`src/rtl/strip_rove_pkg.sv`:
```
package strip_rove_pkg;

    typedef enum logic [3:0] {
        ST_START,
        ST_WAIT_TEST,
        ST_PROG,
        ST_HALT,
        ST_COPY,
        ST_ROUTE,
        ST_STRIP,
        ST_DIAG,
        ST_ERR
    } seq_state_e;

    typedef struct packed {
        seq_state_e state;
        logic       issued;
    } seq_regs_t;

endpackage

```
`src/rtl/rove_ack_timer.sv`:
```
module rove_ack_timer #(
    parameter int TMO_W = 8
) (
    input  logic             clk,
    input  logic             rst_n,
    input  logic             clear_i,
    input  logic             run_i,
    input  logic [TMO_W-1:0] limit_i,
    output logic             expired_o
);
    logic [TMO_W-1:0] cnt_d, cnt_q;
    logic [TMO_W:0]   cnt_inc;

    always_comb begin
        cnt_inc   = {1'b0, cnt_q} + 1'b1;
        expired_o = run_i && (cnt_inc >= {1'b0, limit_i});
        cnt_d     = cnt_q;
        if (clear_i) begin
            cnt_d = '0;
        end else if (run_i && !expired_o) begin
            cnt_d = cnt_inc[TMO_W-1:0];
        end
    end

    always_ff @(posedge clk or negedge rst_n) begin
        if (!rst_n) cnt_q <= '0;
        else        cnt_q <= cnt_d;
    end
endmodule

```
`src/rtl/rove_strip_track.sv`:
```
module rove_strip_track #(
    parameter int POS_W    = 4,
    parameter int LAST_POS = 14
) (
    input  logic             clk,
    input  logic             rst_n,
    input  logic             advance_i,
    output logic [POS_W-1:0] pos_o,
    output logic             dir_up_o
);
    localparam logic [POS_W-1:0] LAST_V = POS_W'(LAST_POS);
    localparam logic [POS_W-1:0] ONE_V  = POS_W'(1);

    logic [POS_W-1:0] pos_d, pos_q;
    logic             dir_d, dir_q;

    always_comb begin
        pos_d = pos_q;
        dir_d = dir_q;
        if (advance_i) begin
            if (dir_q) begin
                pos_d = pos_q + 1'b1;
                if (pos_q + 1'b1 == LAST_V) dir_d = 1'b0;
            end else begin
                pos_d = pos_q - 1'b1;
                if (pos_q == ONE_V) dir_d = 1'b1;
            end
        end
    end

    always_ff @(posedge clk or negedge rst_n) begin
        if (!rst_n) begin
            pos_q <= '0;
            dir_q <= 1'b1;
        end else begin
            pos_q <= pos_d;
            dir_q <= dir_d;
        end
    end

    assign pos_o    = pos_q;
    assign dir_up_o = dir_q;
endmodule

```
`src/rtl/strip_rove_seq.sv`:
```
module strip_rove_seq
    import strip_rove_pkg::*;
#(
    parameter int COLS    = 16,
    parameter int STRIP_W = 2,
    parameter int TMO_W   = 8,
    localparam int POS_W  = $clog2(COLS),
    localparam int LAST_POS = COLS - STRIP_W
) (
    input  logic             clk,
    input  logic             rst_n,
    input  logic             test_done_i,
    input  logic             fault_i,
    input  logic             stateful_i,
    input  logic [TMO_W-1:0] tmo_limit_i,
    input  logic             prog_ack_i,
    input  logic             copy_ack_i,
    input  logic             route_ack_i,
    input  logic             strip_ack_i,
    output logic             start_test_o,
    output logic             prog_req_o,
    output logic             copy_req_o,
    output logic             route_req_o,
    output logic             strip_req_o,
    output logic             sys_clk_en_o,
    output logic             diag_o,
    output logic             err_o,
    output logic [POS_W-1:0] pos_o,
    output logic             dir_up_o
);
    seq_regs_t  r_d, r_q;
    logic       step_active;
    logic       req_now;
    logic       waiting;
    logic       step_ack;
    logic       expired;
    logic       advance;
    seq_state_e step_next;

    // step decode: which acknowledge matters and where a completed step leads
    always_comb begin
        step_active = 1'b1;
        step_ack    = 1'b0;
        step_next   = r_q.state;
        case (r_q.state)
            ST_PROG:  begin step_ack = prog_ack_i;  step_next = ST_HALT;  end
            ST_COPY:  begin step_ack = copy_ack_i;  step_next = ST_ROUTE; end
            ST_ROUTE: begin step_ack = route_ack_i; step_next = ST_STRIP; end
            ST_STRIP: begin step_ack = strip_ack_i; step_next = ST_START; end
            default:  step_active = 1'b0;
        endcase
        req_now = step_active && !r_q.issued;
        waiting = step_active && r_q.issued;
        advance = waiting && (r_q.state == ST_ROUTE) && step_ack;
    end

    rove_ack_timer #(.TMO_W(TMO_W)) u_timer (
        .clk       (clk),
        .rst_n     (rst_n),
        .clear_i   (req_now),
        .run_i     (waiting && !step_ack),
        .limit_i   (tmo_limit_i),
        .expired_o (expired)
    );

    rove_strip_track #(.POS_W(POS_W), .LAST_POS(LAST_POS)) u_track (
        .clk       (clk),
        .rst_n     (rst_n),
        .advance_i (advance),
        .pos_o     (pos_o),
        .dir_up_o  (dir_up_o)
    );

    always_comb begin
        r_d = r_q;
        case (r_q.state)
            ST_START: begin
                r_d.state  = ST_WAIT_TEST;
                r_d.issued = 1'b0;
            end
            ST_WAIT_TEST: begin
                if (test_done_i) r_d.state = fault_i ? ST_DIAG : ST_PROG;
                r_d.issued = 1'b0;
            end
            ST_PROG, ST_COPY, ST_ROUTE, ST_STRIP: begin
                if (!r_q.issued) begin
                    r_d.issued = 1'b1;
                end else if (step_ack) begin
                    r_d.issued = 1'b0;
                    r_d.state  = step_next;
                end else if (expired) begin
                    r_d.state = ST_ERR;
                end
            end
            ST_HALT: begin
                r_d.state  = stateful_i ? ST_COPY : ST_ROUTE;
                r_d.issued = 1'b0;
            end
            default: r_d = r_q;
        endcase
    end

    always_ff @(posedge clk or negedge rst_n) begin
        if (!rst_n) begin
            r_q.state  <= ST_START;
            r_q.issued <= 1'b0;
        end else begin
            r_q <= r_d;
        end
    end

    assign start_test_o = (r_q.state == ST_START);
    assign prog_req_o   = req_now && (r_q.state == ST_PROG);
    assign copy_req_o   = req_now && (r_q.state == ST_COPY);
    assign route_req_o  = req_now && (r_q.state == ST_ROUTE);
    assign strip_req_o  = req_now && (r_q.state == ST_STRIP);
    assign sys_clk_en_o = !(r_q.state inside {ST_HALT, ST_COPY, ST_ROUTE, ST_ERR});
    assign diag_o       = (r_q.state == ST_DIAG);
    assign err_o        = (r_q.state == ST_ERR);
endmodule

```
`config.mk`:
```
export PLATFORM = sky130hd
export DESIGN_NAME = strip_rove_seq
export DESIGN_NICKNAME = d
export VERILOG_FILES = /design/src/rtl/strip_rove_pkg.sv /design/src/rtl/rove_ack_timer.sv /design/src/rtl/rove_strip_track.sv /design/src/rtl/strip_rove_seq.sv
export SDC_FILE = /design/constraint.sdc
export NUM_CORES = 1
export LEC_CHECK = 0
export BUFFER_PORTS_ARGS = -buffer_cell sky130_fd_sc_hd__buf_2
export CORE_MARGIN = 1
export CORE_UTILIZATION = 40
export CTS_CLUSTER_DIAMETER = 120
export DETAILED_ROUTE_END_ITERATION = 7
export GPL_TIMING_DRIVEN = 1
export SYNTH_ARGS = -nofsm -noshare
export SYNTH_HDL_FRONTEND = slang
export SYNTH_SLANG_ARGS = --single-unit
```
`constraint.sdc`:
```
create_clock -name clk -period 6.3 [get_ports clk]
set_input_delay 1.26 -clock clk [delete_from_list [all_inputs] [get_ports clk]]
set_output_delay 1.26 -clock clk [all_outputs]
set_load 0.02 [all_outputs]
```
# == After elaboration in Yosys (flattened, before gate mapping) ==
# Cells that the tools add are included.
# word_totals
ff_bits,18
latchBits,0
ram_bits,0
mem_bits_ro,0
in_bits,17
out_inout_bits,13
elab_cells,62
memories,0
# op_classes
add_sub_neg,3
multipliers,0
n_div,0
magnitude_cmp,1
n_eq_ne,14
n_shift,0
muxes,18
n_bitwise,0
n_reduce_logical,21
# ops
operator,count
$mux 4,5
$pmux 5 s4,1
$eq 4x3->1 const B,4
$mux 8,2
$pmux 4 s4,1
$logic_and 1x1->1,11
$add 8x1->9 const B,1
$ge 9x8->1,1
$eq 4x1->1 const B,2
$eq 4x2->1 const B,2
$eq 4x4->1 const B,2
$reduce_bool 4->1,2
$mux 1,7
$ne 6x2->1 const B,1
$reduce_and 5->1,1
$add 4x1->4 const B,1
$logic_not 1->1,4
$logic_not 4->1,1
$pmux 1 s4,1
$reduce_or 4->1,1
$sub 4x1->4 const B,1
$mux 3,1
$ne 3x1->1 const B,1
$ne 2x1->1 const B,1
other kinds (2),2

# == Logic depth before layout (Yosys ltp) ==
# logic_depth
depth_word,10
mapped_depth,11
ltp_nobuf,10

# == By module ==
# A second synthesis with hierarchy kept.
# unflattened
cells_unflattened,186
hier_area_um2,1641.6
# by_module_without_submodules
module,n_inst,cells_each,area_per_inst_um2,seq_area_each_um2
rove_ack_timer,1,83,739.5,200.2
strip_rove_seq,1,74,594.3,125.1
rove_strip_track,1,29,307.8,126.4

# == Least setup slack after synthesis ==
# Ideal clock, no wire load.
# synth_path
path_type,in2reg
start,input tmo_limit_i[4]
end,register u_timer.cnt_q[0]
setup_ns,0.077
arrival_ns,2.920
required_ns,6.223
setup_slack_ns,3.303
path_stages,8
path_buffers,1
path_cell_list,inv_1 -> ha_1 -> a211oi_2 -> nand2_1 -> a221o_1 -> buf_2 -> or4_1 -> a21oi_1
# synth_via
elab_chain_len,5
# synth_lines
element,line,rtl
"start, declared",strip_rove_seq.sv:15,"input logic [TMO_W-1:0] tmo_limit_i,"
$ge 9x8->1,rove_ack_timer.sv:16,"expired_o = run_i && (cnt_inc >= {1'b0, limit_i});"
$logic_and 1x1->1,rove_ack_timer.sv:16,
$logic_not 1->1,rove_ack_timer.sv:20,end else if (run_i && !expired_o) begin
$logic_and 1x1->1,rove_ack_timer.sv:20,
$reduce_bool 2->1 (no source line),n/a,
"end signal, assigned",rove_ack_timer.sv:27,else cnt_q <= cnt_d;
"end, declared",rove_ack_timer.sv:11,"logic [TMO_W-1:0] cnt_d, cnt_q;"
# Every way passes these cells.
# A chain may end at the register's enable or synchronous reset.

# == Worst setup path in the final report ==
# layout_path
start,register u_timer.cnt_q[0]
end,register r_q[1] (netlist name)
# layout_via
elab_chain_len,5
# layout_lines
element,line,rtl
$add 8x1->9,rove_ack_timer.sv:15,"cnt_inc = {1'b0, cnt_q} + 1'b1;"
$ge 9x8->1,rove_ack_timer.sv:16,
$logic_and 1x1->1,rove_ack_timer.sv:16,
$ne 3x1->1 (no source line),n/a,
$reduce_and 5->1 (no source line),n/a,
"end signal, assigned",strip_rove_seq.sv:108,r_q <= r_d;
"end, declared",strip_rove_seq.sv:31,"seq_regs_t r_d, r_q;"
# Every way passes these cells.

==> results.py <==
metrics = {
    "power_and_ir_drop": {
        "p_per_area_nw_per_um2": 132,
        "p_leak_nw": 0.818,
        "peakVddDrop_uv": 93.6,
        "finalPower_mw": 0.238,
    },
    "logic_synthesis": {
        "synth_edf_count": 0,
        "yosys-top-cells-count": "20 x nand2_1, 17 x dfrtp_1, 13 x ha_1, 13 x inv_1, 11 x o21ai_0",
        "yosysTopAreaCellShare": 0.271,
        "synth_seq_cells": 18,
        "synth_area_leaders": "dfrtp_1 27%, ha_1 10%, xnor2_1 5.0%",
        "synth_fp_nets": 213,
        "async_flop_share": 1.00,
        "synth_top_area_cell": "dfrtp_1",
        "ys.flop_type": "dfrtp_1",
        "ys_types": 47,
        "yosysMostFrequentCell": "nand2_1",
        "syn_area_um2": 1570,
        "yosys_warnings": 0,
        "netlist_instances": 183,
        "synth_seq_area_share": 0.288,
        "syn_avg_cell_area_um2": 8.57,
    },
    "clock_tree": {
        "ctsHtreeMaxLevel": 1,
        "clk_pin_slew_ns": 0.07,
        "cts_buffers": 3,
        "hold_buffers": 0,
        "post_cts_buffers": 0,
        "ctsLongestPathBuffers": 2,
        "cts_tree": "built",
        "clock-sinks": 18,
        "insertion_delay_ns": 0.26,
        "clockRootBuffer": "clkbuf_8",
        "ctsResizeCount": 0,
    },
    "placement": {
        "dp_hpwl_um": 2780,
        "pre_cts_ws_ns": 3.06,
        "io_buffers": 29,
        "gp_congestion": 0.851,
    },
    "sta": {
        "post-route-period-util": 0.484,
        "slew_headroom": 0.634,
        "finalCriticalPeriod_ns": 3.05,
        "slew_violations": 0,
        "max_freq_mhz": 328,
        "finalSetupTns_ns": 0,
        "rsz0062_at_grt": "false",
        "worst_pin_slew_ns": 0.549,
        "finalClockSkew_ns": 0.000834,
        "holdWs_ns": 0.588,
        "final_hold_viol_count": 0,
        "setup_viol": 0,
        "setup_ws_ns": 3.25,
    },
    "grt": {
        "grt-ovfl-total": 0,
        "track_usage": 0.188,
        "grt_pass1_wl_um": 6270,
        "grt_pass1_vias": 1405,
        "grt_max_degree": 20,
        "antenna_found_initial": 0,
    },
    "floorplanning": {
        "rows": 22,
        "die_w_um": 64.6,
        "fp.dieArea_um2": 4170,
        "start_util": 0.422,
        "core-area_um2": 3720,
        "dieHeight_um": 64.6,
        "io_pins": 30,
    },
    "cells_and_area": {
        "syn_to_final_growth_pct": 14.6,
        "multi_input_area_um2": 1040,
        "drive_gt1_frac": 0.229,
        "fill_cells": 368,
        "regArea_um2": 452,
        "finalNetCount": 241,
        "antenna_cells": 0,
    },
    "worst_hold_path": {
        "hp-class": "flip-flop to flip-flop",
        "whs_path_depth": 1,
    },
    "job": {
        "maxCapViolations": 0,
    },
    "worst_setup_path": {
        "required_ns": 6.44,
        "cp.arrival_ns": 3.19,
        "worstSetupEndpointType": "flip-flop",
        "worstPathMaxFanout": 6,
        "crit_path_start_kind": "flip-flop",
        "reg2reg_depth": 10,
        "reg2reg_setup_slack_ns": 3.25,
        "path_class": "flip-flop to flip-flop",
    },
    "detailed_routing": {
        "viasPerCell": 5.63,
        "drtPass1Iterations": 4,
        "drc": 0,
        "first_iter_violations": 77,
        "ant_nets": 0,
        "wire_per_inst_um": 13.8,
        "wirelength_um": 3560,
        "vias": 1453,
    },
    "run_status": {
        "status": "completed",
    },
}
[flip-flops by register name, summed over array words and instances (netlist names)]
signal,count
r_q,5
u_timer.cnt_q,8
u_track.dir_up_o,1
u_track.pos_o,4
[path summary, 6_finish.rpt]
check / startpoint / endpoint
max: u_timer.cnt_q[0] / r_q[1]
min: u_track.pos_o[2] / u_track.pos_o[2]
max reg2reg: u_timer.cnt_q[0] / r_q[1]
min reg2reg: u_track.pos_o[2] / u_track.pos_o[2]
max in group asynchronous: rst_n / u_track.dir_up_o
min in group asynchronous: rst_n / r_q[2]
[placed cells by master, fill, tap and decap left out, types with 3 or more instances in the layout]
| cell type | synthesis | layout |
|---|---|---|
| buf_2 | 1 | 29 |
| nand2_1 | 20 | 20 |
| dfrtp_1 | 17 | 17 |
| inv_1 | 13 | 13 |
| ha_1 | 13 | 13 |
| o21ai_0 | 11 | 11 |
| xnor2_1 | 9 | 9 |
| nor4_1 | 9 | 9 |
| nor2_1 | 8 | 8 |
| or2_2 | 7 | 7 |
| mux2i_1 | 6 | 6 |
| nand3_1 | 5 | 5 |
| and3_1 | 4 | 4 |
| nor3_1 | 4 | 4 |
| nor2b_1 | 4 | 4 |
| a21oi_1 | 4 | 4 |
| nand2b_1 | 4 | 4 |
| clkbuf_8 | 0 | 4 |
| nand3b_1 | 3 | 3 |
| mux2_1 | 3 | 3 |
[metrics by stage]
step	instances	util	area, um^2
after detailed placement	254	0.469	1740
after floorplan	183	-	1570
after global placement	254	0.469	1740
after global routing	258	0.484	1800
final	258	0.484	1800
after CTS	258	0.484	1800
[worst max-delay path: stages, from the launching register on]
cell and delay [ns]:
dfrtp_1 0.44, ha_1 0.24, nand3_1 0.14, nor2_1 0.30, xor2_1 0.18, ha_1 0.25
o21ai_0 0.14, nor2_1 0.10, a221oi_1 0.53, a311oi_2 0.24, mux2_1 0.36
[logic make-up (layout without fill, tap and decap cells)]
group	after synthesis	count (layout)	share of synthesized area
AO/OA/AOI/OAI	35	35	0.161
XOR/XNOR	11	11	0.0615
adder cells (fa/ha/maj)	13	13	0.104
buffers and inverters	19	46	0.0511
flip-flops	18	18	0.288
multiplexers	10	10	0.0670
AND/OR/NAND/NOR	77	77	0.267
[report_power, final]
group	switching (mW)	internal, mW	leakage [nW]
combinational	0.0148	0.0111	0.593
sequential	0.00112	0.116	0.196
clock	0.0387	0.0556	0.0288
[layout make-up]
type	instances	share of cell area
inverter	13	0.0272
sequential	18	0.251
multi-input combinational	146	0.577
clock buffer	4	0.0306
timing repair buffer	29	0.0808
tap	48	0.0334
[metal layers]
| layer | vias to the layer above | track usage | part of all wire |
|---|---|---|---|
| met5 | - | 0 | 0 |
| met4 | 0 | 0.0333 | 0.0039 |
| met3 | 3 | 0.0317 | 0.038 |
| met2 | 28 | 0.341 | 0.51 |
| met1 | 710 | 0.234 | 0.44 |
| li1 | 712 | - | - |
No activity file was read; power rests on OpenSTA's default activity.
